--- config.mk ---
export PLATFORM = sky130hd
export DESIGN_NAME = scan_reg_port
export DESIGN_NICKNAME = d
export VERILOG_FILES = /design/src/rtl/scan_reg_pkg.sv /design/src/rtl/scan_shifter.sv /design/src/rtl/scan_access_seq.sv /design/src/rtl/scan_reg_port.sv
export SDC_FILE = /design/constraint.sdc
export NUM_CORES = 1
export LEC_CHECK = 0
export CAP_MARGIN = 25
export CORE_MARGIN = 3
export CORE_UTILIZATION = 45
export CTS_CLUSTER_DIAMETER = 200
export DETAILED_ROUTE_END_ITERATION = 10
export GPL_TIMING_DRIVEN = 0
export PLACE_DENSITY = 0.78
export SLEW_MARGIN = 10
export SYNTH_ARGS = -nofsm -noshare
export SYNTH_HDL_FRONTEND = slang
export SYNTH_SLANG_ARGS = --single-unit
--- constraint.sdc ---
create_clock -name clk -period 1.55 [get_ports clk]
set_input_delay 0.3875 -clock clk [delete_from_list [all_inputs] [get_ports clk]]
set_output_delay 0.3875 -clock clk [all_outputs]
set_load 0.05 [all_outputs]
--- src/rtl/scan_reg_pkg.sv ---
package scan_reg_pkg;
    localparam int DATA_W = 32;
    localparam int ADDR_W = 7;
    localparam int FRAME_W = DATA_W + ADDR_W + 1;

    typedef struct packed {
        logic              is_wr;
        logic [ADDR_W-1:0] addr;
        logic [DATA_W-1:0] data;
    } frame_t;

    typedef enum logic {
        SEQ_IDLE   = 1'b0,
        SEQ_ACCESS = 1'b1
    } seq_state_t;
endpackage

--- src/rtl/scan_shifter.sv ---
module scan_shifter
    import scan_reg_pkg::*;
(
    input  logic              clk,
    input  logic              rst_n,
    input  logic              cap_i,
    input  logic              shift_i,
    input  logic              tdi_i,
    input  logic [DATA_W-1:0] result_i,
    output frame_t            frame_o,
    output logic              tdo_o
);
    logic [FRAME_W-1:0] sr_q;

    always_ff @(posedge clk) begin
        if (!rst_n) begin
            sr_q <= '0;
        end else if (cap_i) begin
            sr_q <= {{(FRAME_W-DATA_W){1'b0}}, result_i};
        end else if (shift_i) begin
            sr_q <= {tdi_i, sr_q[FRAME_W-1:1]};
        end
    end

    assign frame_o = frame_t'(sr_q);
    assign tdo_o   = sr_q[0];
endmodule

--- src/rtl/scan_access_seq.sv ---
module scan_access_seq
    import scan_reg_pkg::*;
#(
    parameter int NUM_REGS = 32
) (
    input  logic              clk,
    input  logic              rst_n,
    input  logic              update_i,
    input  frame_t            frame_i,
    input  logic [DATA_W-1:0] bus_rdata_i,
    output logic              bus_rd_o,
    output logic              bus_wr_o,
    output logic [ADDR_W-1:0] bus_addr_o,
    output logic [DATA_W-1:0] bus_wdata_o,
    output logic [DATA_W-1:0] result_o
);
    localparam int MAP_W = ADDR_W + 1;
    localparam logic [MAP_W-1:0] MAP_LIMIT = MAP_W'(NUM_REGS);

    seq_state_t state_q, state_d;
    frame_t     op_q;
    logic       mapped;

    assign mapped = {1'b0, frame_i.addr} < MAP_LIMIT;

    always_comb begin
        state_d = state_q;
        unique case (state_q)
            SEQ_IDLE:   if (update_i && mapped) state_d = SEQ_ACCESS;
            SEQ_ACCESS: state_d = SEQ_IDLE;
            default:    state_d = SEQ_IDLE;
        endcase
    end

    always_ff @(posedge clk) begin
        if (!rst_n) state_q <= SEQ_IDLE;
        else        state_q <= state_d;
    end

    always_ff @(posedge clk) begin
        if (!rst_n) begin
            op_q     <= '0;
            result_o <= '0;
        end else begin
            if (update_i && state_q == SEQ_IDLE) begin
                op_q     <= frame_i;
                result_o <= '0;
            end else if (state_q == SEQ_ACCESS && !op_q.is_wr) begin
                result_o <= bus_rdata_i;
            end
        end
    end

    always_comb begin
        bus_rd_o    = 1'b0;
        bus_wr_o    = 1'b0;
        bus_addr_o  = op_q.addr;
        bus_wdata_o = op_q.data;
        unique case (state_q)
            SEQ_IDLE:   ;
            SEQ_ACCESS: begin
                bus_rd_o = !op_q.is_wr;
                bus_wr_o = op_q.is_wr;
            end
            default:    ;
        endcase
    end
endmodule

--- src/rtl/scan_reg_port.sv ---
module scan_reg_port
    import scan_reg_pkg::*;
#(
    parameter int NUM_REGS = 32
) (
    input  logic        clk,
    input  logic        rst_n,
    input  logic        dr_capture,
    input  logic        dr_shift,
    input  logic        dr_update,
    input  logic        tdi,
    output logic        tdo,
    output logic        bus_rd,
    output logic        bus_wr,
    output logic [6:0]  bus_addr,
    output logic [31:0] bus_wdata,
    input  logic [31:0] bus_rdata
);
    frame_t            frame;
    logic [DATA_W-1:0] result;

    scan_shifter u_shift (
        .clk      (clk),
        .rst_n    (rst_n),
        .cap_i    (dr_capture),
        .shift_i  (dr_shift),
        .tdi_i    (tdi),
        .result_i (result),
        .frame_o  (frame),
        .tdo_o    (tdo)
    );

    scan_access_seq #(.NUM_REGS(NUM_REGS)) u_seq (
        .clk         (clk),
        .rst_n       (rst_n),
        .update_i    (dr_update),
        .frame_i     (frame),
        .bus_rdata_i (bus_rdata),
        .bus_rd_o    (bus_rd),
        .bus_wr_o    (bus_wr),
        .bus_addr_o  (bus_addr),
        .bus_wdata_o (bus_wdata),
        .result_o    (result)
    );
endmodule

-- After elaboration in Yosys (flattened, before gate mapping)
Cells that the tools add are included.
- mux-type cells: 6
- order comparisons: 1
- reductions and logical operators: 7
- bitwise logic cells: 2
- operator list (operator ; number):
    $mux W32 ; 2
    $lt A7 B6 Y1 const B ; 1
    $reduce_or A2 Y1 ; 2
    $logic_and A1 B1 Y1 ; 3
    $mux W1 ; 3
    $not A1 Y1 ; 2
    $pmux W1 S2 ; 1
    $reduce_bool A2 Y1 ; 1
    $logic_not A1 Y1 ; 1
- word-level logic and storage cells: 23
- output and inout port bits: 42
- register bits: 113

-- Longest topological paths before layout
Gate-level depths: netlist of the first run.
- depth in word-level cells: 4
- mapped depth: 5

-- Cells and area by module
From an unflattened synthesis of the first run, not the netlist that was laid out.
- cells, all modules: 534
- area total of the unflattened synthesis: 5062.4 µm²
- modules (own cells, without submodules) (module ; instances ; area an instance (µm²) ; cells an instance ; seq. area each (µm²)):
    scan_access_seq ; 1 ; 2991.6 ; 363 ; 1461.4
    scan_shifter ; 1 ; 2070.7 ; 171 ; 800.8

-- Worst setup path before layout of the first run
Ideal clock, no wire load.
- path kind: reg-to-output
- start: register u_seq.op_q[39] (netlist bit)
- end: output bus_rd
- cell stages (with the launch flop): 5
- arrival time: 1027 ps
- setup slack: 136 ps
- buffers on the path: 2
- cells stage by stage: dfxtp_1 > nand2b_1 > buf_2 > buf_2 > inv_1
- word-level cells in the longest chain between the ends: 2
- ends and longest elaborated chain (element ; RTL line ; text):
    start, declared ; scan_access_seq.sv:21 ; frame_t op_q;
    start signal, assigned ; scan_access_seq.sv:46 ; op_q <= frame_i;
    $logic_not A1 Y1 ; scan_access_seq.sv:62 ; bus_rd_o = !op_q.is_wr;
    $mux W1 ; scan_access_seq.sv:59 ; unique case (state_q)
    end, declared ; scan_reg_port.sv:13 ; output logic bus_rd,
No other way between the ends.

-- Final worst setup path of the first run
- start: register u_seq.op_q[39] (netlist bit)
- end: output bus_wr
- word-level cells in the longest chain between the ends: 1
- ends and longest elaborated chain (element ; RTL line ; text):
    $mux W1 ; scan_access_seq.sv:59 ;
    end, declared ; scan_reg_port.sv:14 ; output logic bus_wr,
No other way between the ends.

==> results of run 1 <==
worst max-delay path: cells and delay by family, from the launching register on:
kind | cells | cell delay, ns
buf+inv | 2 | 0.23
simple gates | 1 | 0.15
flops | 1 | 0.34
routing by layer:
metal,vias to the layer above,part of all wire
met5,-,0
met4,0,0.029
met3,27,0.056
met2,104,0.49
met1,1784,0.43
li1,1942,-
per-stage QoR:
| stage | hold slack, ns | setup slack, ns | instance area, sq um | std cells |
|---|---|---|---|---|
| final | 0.226 | -0.0839 | 6120 | 775 |
| after floorplan | 0.435 | 0.136 | 4630 | 533 |
| after global placement | 0.443 | -0.444 | 5560 | 743 |
| after global routing | 0.241 | -0.100 | 6120 | 775 |
| after detailed placement | 0.447 | -0.470 | 5560 | 743 |
| after CTS | 0.212 | -0.109 | 6060 | 775 |
how the worst max path moves through the flow:
stage	from	slack (ns)	cells past startpoint	to
floorplan	u_seq.op_q[39]	0.14	4	bus_rd
global placement	u_seq.op_q[39]	-0.44	5	bus_rd
detailed placement	u_seq.op_q[39]	-0.47	5	bus_rd
CTS	u_seq.op_q[39]	-0.11	4	bus_rd
global route	u_seq.op_q[39]	-0.10	3	bus_wr
finish	u_seq.op_q[39]	-0.08	3	bus_wr
sequential cells by signal (all words and copies together) (netlist names):
name               cells
u_shift.frame_o       40
u_seq.op_q             1
u_seq.result_o        32
u_seq.bus_wdata_o     32
u_seq.state_q          1
u_seq.bus_addr_o       7
cell type report:
class	count	area, sq um	share of cell area
tap	133	166	0.0272
timing repair buffer	80	761	0.124
multi-input combinational	336	1860	0.303
buffer	80	500	0.0818
clock inverter	5	50.0	0.00818
inverter	2	10.0	0.00164
clock buffer	26	508	0.0831
sequential	113	2260	0.370
cell families (layout without fill, tap and decap cells):
| logic type | count (synthesis) | in the layout | synth area share |
|---|---|---|---|
| compound gates | 136 | 136 | 0.177 |
| buf+inv | 84 | 193 | 0.112 |
| flops | 113 | 113 | 0.489 |
| mux | 40 | 40 | 0.0866 |
| simple gates | 160 | 160 | 0.135 |
cell usage in the layout (no fill, tap or decap), types with 2 or more instances in the layout:
cell type        instances
a21boi_1                39
a21oi_1                 32
buf_2                   17
buf_4                   72
buf_6                   17
buf_8                    2
clkbuf_1                20
clkbuf_16               16
clkbuf_8                 7
clkdlybuf4s50_1         35
clkinv_2                 4
dfxtp_1                111
dfxtp_2                  2
mux2i_1                 40
nand2_1                145
nor2_1                   9
o21ai_0                 32
o22ai_1                 32
Yosys cell counts:
master / instances
nand2_1: 145
dfxtp_1: 113
buf_4: 46
mux2i_1: 40
a21boi_1: 39
a21oi_1: 32
o21ai_0: 32
o22ai_1: 32
buf_2: 18
clkbuf_1: 17
nor2_1: 9
inv_1: 2
nand2b_1: 2
a21boi_0: 1
and2_1: 1
buf_6: 1
nor2_2: 1
nor2b_1: 1
nor4b_2: 1
where the power goes:
part | switching (uW) | internal [uW] | leakage (uW)
registers | 67.7 | 3020 | 0.000922
logic | 428 | 323 | 0.00133
clock network | 1230 | 2360 | 0.000281
total | 1730 | 5700 | 0.00253
timing repair:
item	in CTS	in global routing
gates resized for setup	263	16
gates cloned	0	0
setup endpoints to repair	42	16
setup buffers	2	1
==> metrics.csv, run 1 <==
stage,metric,value,unit
run_status,outcome,finished with violations,
run_status,violations,setup timing,
layout,finish.utilization,0.620,
worst_setup_path,slowest_delay,0.34,ns
grt,grt_max_degree,17,
layout,fin_nets,668,
grt,busiest_layer,met2,
worst_setup_path,crit_type,register to output pin,
timing,rsz0062_at_grt,yes,
layout,area_delta_synth_final,32.2,%
timing,relSlewSlack,0.642,
layout,layout-drive-gt1-share,0.223,
detailed_routing,drt-total-wl,10.7,mm
grt,use_met1,0.224,
synthesis,synth_area,0.00463,sq mm
clocking,clockRootBuffer,clkbuf_8,
detailed_routing,drt-vias-per-instance,4.98,
timing,final_max_slew_viol_count,0,
detailed_routing,wl_per_cell,13.8,um
worst_setup_path,path_cells,buf_6 -> and2_4 -> buf_8,
detailed_routing,vias,3857,
worst_setup_path,arrival,1.25,ns
grt,grt_pass1_vias,3742,
placement,finalWeightedCongestion,0.832,
synthesis,synth_top_area_cell,dfxtp_1,
grt,track_usage,0.191,
timing,worst_pin_slew,0.537,ns
power,power,7430,uW
grt,overflow,0,
detailed_routing,drc,0,
timing,setup_viol,2,
synthesis,avgSynthCellArea,8.68,sq um
worst_setup_path,cp_slowest_cell,dfxtp_2,
detailed_routing,drt_first_pass_iters,5,
detailed_routing,ant_nets,0,
worst_setup_path,end_kind,output pin,
synthesis,synthCells,533,
worst_setup_path,r2r-end,u_seq.result_o[23],
floorplan,core,0.00986,sq mm
clocking,cts.sinks,113,
synthesis,ys_types,19,
layout,fillCellCount,834,
clocking,cts_buffers,17,
clocking,cts_tree,done,
worst_setup_path,critPathRequiredTime,1.16,ns
floorplan,initial_core_util,0.469,
grt,grt_use_met2,0.320,
floorplan,design.die.area,0.0115,sq mm
timing,post-route-min-period,1.63,ns
synthesis,ys_seq_area_frac,0.489,
floorplan,placementRows,36,
grt,grt_pass1_wl,17.3,mm
synthesis,yosysTopAreaCellShare,0.489,
timing,report.final.hold_viol_count,0,
worst_setup_path,timing.rr.start,u_seq.op_q[39],
clocking,cts_hold_buf,0,
clocking,clock_latency,0.52,ns
power,ir_worst_vdd,0.000641,V
floorplan,die_height,107,um
timing,skew,0.00603,ns
grt,antenna_found_initial,0,
min_path,hp-class,input port to register,
power,leakage,0.00253,uW
synthesis,ys_seq_elements,113,
worst_setup_path,rrSetupSlack,0.12,ns
clocking,cts.clk_slew.worst_paths,0.05,ns
min_path,hold_start,rst_n,
timing,worst_slack,-0.0839,ns
worst_setup_path,r2r_cells,6,
synthesis,synth.area.top_cells,"dfxtp_1 49%, nand2_1 12%, mux2i_1 8.7%",
clocking,cts_buffer_depth,2,
grt,grt_use_met3,0.0462,
layout,num_antenna_cells,0,
power,power_density,1210,mW/mm^2
placement,post-dp-hpwl,7.43,mm
timing,post-route-period-util,1.05,
synthesis,yosysWarnings,0,
worst_setup_path,critPathLaunchType,register,
timing,final.setup.tns,-0.115,ns
worst_setup_path,path_max_fanout,2,
min_path,min_path_cells,3,
placement,io_buffer_count,77,
floorplan,die_w,107,um
synthesis,synth_nets,571,
detailed_routing,drt_iter0_drc,160,
clocking,cts_max_level,4,
floorplan,io_pins,80,
min_path,holdPathEnd,u_seq.result_o[0],
flow_run,cap_viol_max_count,0,
timing,fmax,612,MHz
Power figures use the tool's default switching activity.
==> run 2, diff against run 1 <==
--- a/config.mk
+++ b/config.mk
@@ -7,11 +7,11 @@
 export LEC_CHECK = 0
 export CAP_MARGIN = 25
 export CORE_MARGIN = 3
-export CORE_UTILIZATION = 45
+export CORE_UTILIZATION = 35
 export CTS_CLUSTER_DIAMETER = 200
 export DETAILED_ROUTE_END_ITERATION = 10
 export GPL_TIMING_DRIVEN = 0
-export PLACE_DENSITY = 0.78
+export PLACE_DENSITY = 0.65
 export SLEW_MARGIN = 10
 export SYNTH_ARGS = -nofsm -noshare
 export SYNTH_HDL_FRONTEND = slang
==> run 2 against run 1 <==
  * The flow still finishes with violations (setup timing)
  * Clock-buffer cell count is 5 lower
  * Hold slack better by 0.11 ns
  * Global-route usage is 3.7 points lower
  * Non-clock buffer count is 1 higher
  * Via count is 1.9% lower
  * Critical path depth is 1 higher
  * Die area is 27% higher
  * Fmax is 3.8% higher
  * Setup slack better by 0.060 ns
  * Largest power group unchanged
==> metrics.csv, run 2 (same netlist as run 1, synthesis figures left out) <==
stage,metric,value,unit,change
timing,post-route-period-util,1.02,,-0.0386
clocking,clock_latency,0.41,ns,-0.11 ns
detailed_routing,vias,3783,,-1.9%
layout,fin_nets,669,,+0.15%
power,power,7980,uW,+7.5%
power,leakage,0.00255,uW,+0.82%
grt,overflow,0,,unchanged
clocking,clockRootBuffer,clkbuf_16,,
layout,final_cell_mix,"145 x nand2_1, 111 x dfxtp_1, 56 x buf_2, 48 x buf_4, 40 x mux2i_1",,
layout,num_antenna_cells,0,,unchanged
flow_run,cap_viol_max_count,0,,unchanged
detailed_routing,drc,0,,unchanged
timing,fmax,635,MHz,+3.8%
timing,worst_slack,-0.0241,ns,+0.0598 ns
timing,skew,0.00762,ns,+0.00159 ns
floorplan,io_pins,80,,unchanged
run_status,outcome,finished with violations,,
clocking,cts_hold_buf,0,,unchanged
floorplan,die_height,121,um,+13%
layout,layout_commonest_cell,nand2_1,,
clocking,cts.clk_slew.worst_paths,0.05,ns,about the same
clocking,cts_tree,done,,
worst_setup_path,arrival,1.19,ns,-0.06 ns
layout,largest_reg_flops,40,,unchanged
layout,area_delta_synth_final,31.8,%,
timing,setup_viol,1,,-1
layout,layout-drive-gt1-share,0.227,,+0.00397
layout,final_area,0.00610,sq mm,-0.33%
timing,final_max_slew_viol_count,0,,unchanged
grt,grt_pass1_vias,3771,,+0.77%
clocking,cts_buffers,17,,unchanged
clocking,cts.sinks,113,,unchanged
floorplan,initial_core_util,0.362,,-0.107
timing,worst_pin_slew,0.516,ns,-0.0209 ns
detailed_routing,drt-total-wl,10.8,mm,+1.7%
power,ir_worst_vdd,0.000710,V,+11%
grt,grt_pass1_wl,17.6,mm,+1.9%
power,power_density,1310,mW/mm^2,+7.8%
placement,post-dp-hpwl,7.86,mm,+5.8%
placement,postPlaceCellArea,0.00561,sq mm,+0.88%
timing,report.final.hold_viol_count,0,,unchanged
detailed_routing,drt_iter0_drc,149,,-6.9%
worst_setup_path,critPathLaunchType,register,,
placement,io_buffer_count,77,,unchanged
placement,finalWeightedCongestion,0.797,,-4.2%
floorplan,design.die.area,0.0146,sq mm,+27%
detailed_routing,ant_nets,0,,unchanged
layout,finish.utilization,0.477,,-0.143
grt,grt_max_degree,17,,unchanged
floorplan,placementRows,41,,+14%
timing,relSlewSlack,0.656,,+0.0140
detailed_routing,drt_first_pass_iters,4,,-1
run_status,violations,setup timing,,
min_path,hp-class,input port to register,,
worst_setup_path,crit_type,register to output pin,,
floorplan,die_w,121,um,+13%
floorplan,core,0.0128,sq mm,+29%
placement,place_ws,-0.459,ns,+0.0106 ns
detailed_routing,drt-vias-per-instance,4.64,,-6.8%
layout,fillCellCount,1232,,+48%
grt,track_usage,0.153,,-0.0373
worst_setup_path,end_kind,output pin,,
timing,rsz0062_at_grt,yes,,
worst_setup_path,critPathRequiredTime,1.16,ns,about the same
clocking,cts_buffer_depth,2,,unchanged
clocking,cts_max_level,4,,unchanged
detailed_routing,wl_per_cell,13.3,um,-3.4%
worst_setup_path,path_max_fanout,5,,+3
timing,post-route-min-period,1.57,ns,-0.0598 ns
grt,antenna_found_initial,0,,unchanged
-- run 2: changes by cell type in the layout (fill, tap and decap cells not counted) --
cell / delta
bufinv_16: +4
clkbuf_8: -6
clkbuf_1: -1
buf_6: -14
clkbuf_2: +1
clkinvlp_4: +2
buf_8: -1
clkbuf_16: +1
buf_4: -24
clkdlybuf4s18_2: +1
buf_2: +39
-- run 2: path summary, 6_finish.rpt --
kind,start,endpoint,slack [ns],cells past startpoint
worst max-delay path,u_seq.op_q[39],bus_rd,-0.02,4
worst min-delay path,rst_n,u_seq.result_o[3],0.34,3
worst max register to register,u_seq.op_q[39],u_seq.result_o[4],0.21,5
worst min register to register,u_seq.bus_wdata_o[9],u_seq.bus_wdata_o[9],0.45,2
-- run 2: critical path, cell delays in order, from the launching register on --
cell and delay (ns):
dfxtp_2 0.32, nand2b_4 0.14, buf_6 0.13, inv_4 0.05, buf_8 0.13
-- run 2: layout make-up --
type                            instances  area, sq um  area share
Inverter                                2         10.0     0.00164
Clock buffer                           21          450      0.0739
Sequential cell                       113         2260       0.372
Multi-Input combinational cell        336         1860       0.304
Timing Repair Buffer                   80          602      0.0987
Clock inverter                         11          185      0.0304
Tap cell                              172          215      0.0353
Buffer                                 81          513      0.0842
-- run 2: power by group --
group / switching [uW] / internal [uW]
registers: 65.9 / 3020
clock network: 1290 / 2880
logic: 422 / 307
total: 1780 / 6200
-- run 2: layer usage --
metal | vias up | track usage | part of all wire
li1 | 1941 | - | -
met1 | 1749 | 0.181 | 0.44
met2 | 74 | 0.256 | 0.49
met3 | 19 | 0.0494 | 0.052
met4 | 0 | 0.0652 | 0.019
met5 | - | 0 | 0
-- run 2: metrics by stage --
stage	setup TNS [ns]	hold WS (ns)	std cells
final	-0.0241	0.340	816
after detailed placement	-21.08	0.448	782
after global placement	-18.21	0.444	782
after global routing	-0.0559	0.359	816
after CTS	-0.0960	0.324	813
after floorplan	0	0.435	533
-- run 2: timing repair --
action	CTS	global route
hold endpoints to repair	0	0
cloned	0	1
buffers inserted	0	2
gates resized for setup	218	6
endpoints found under the setup margin	42	4
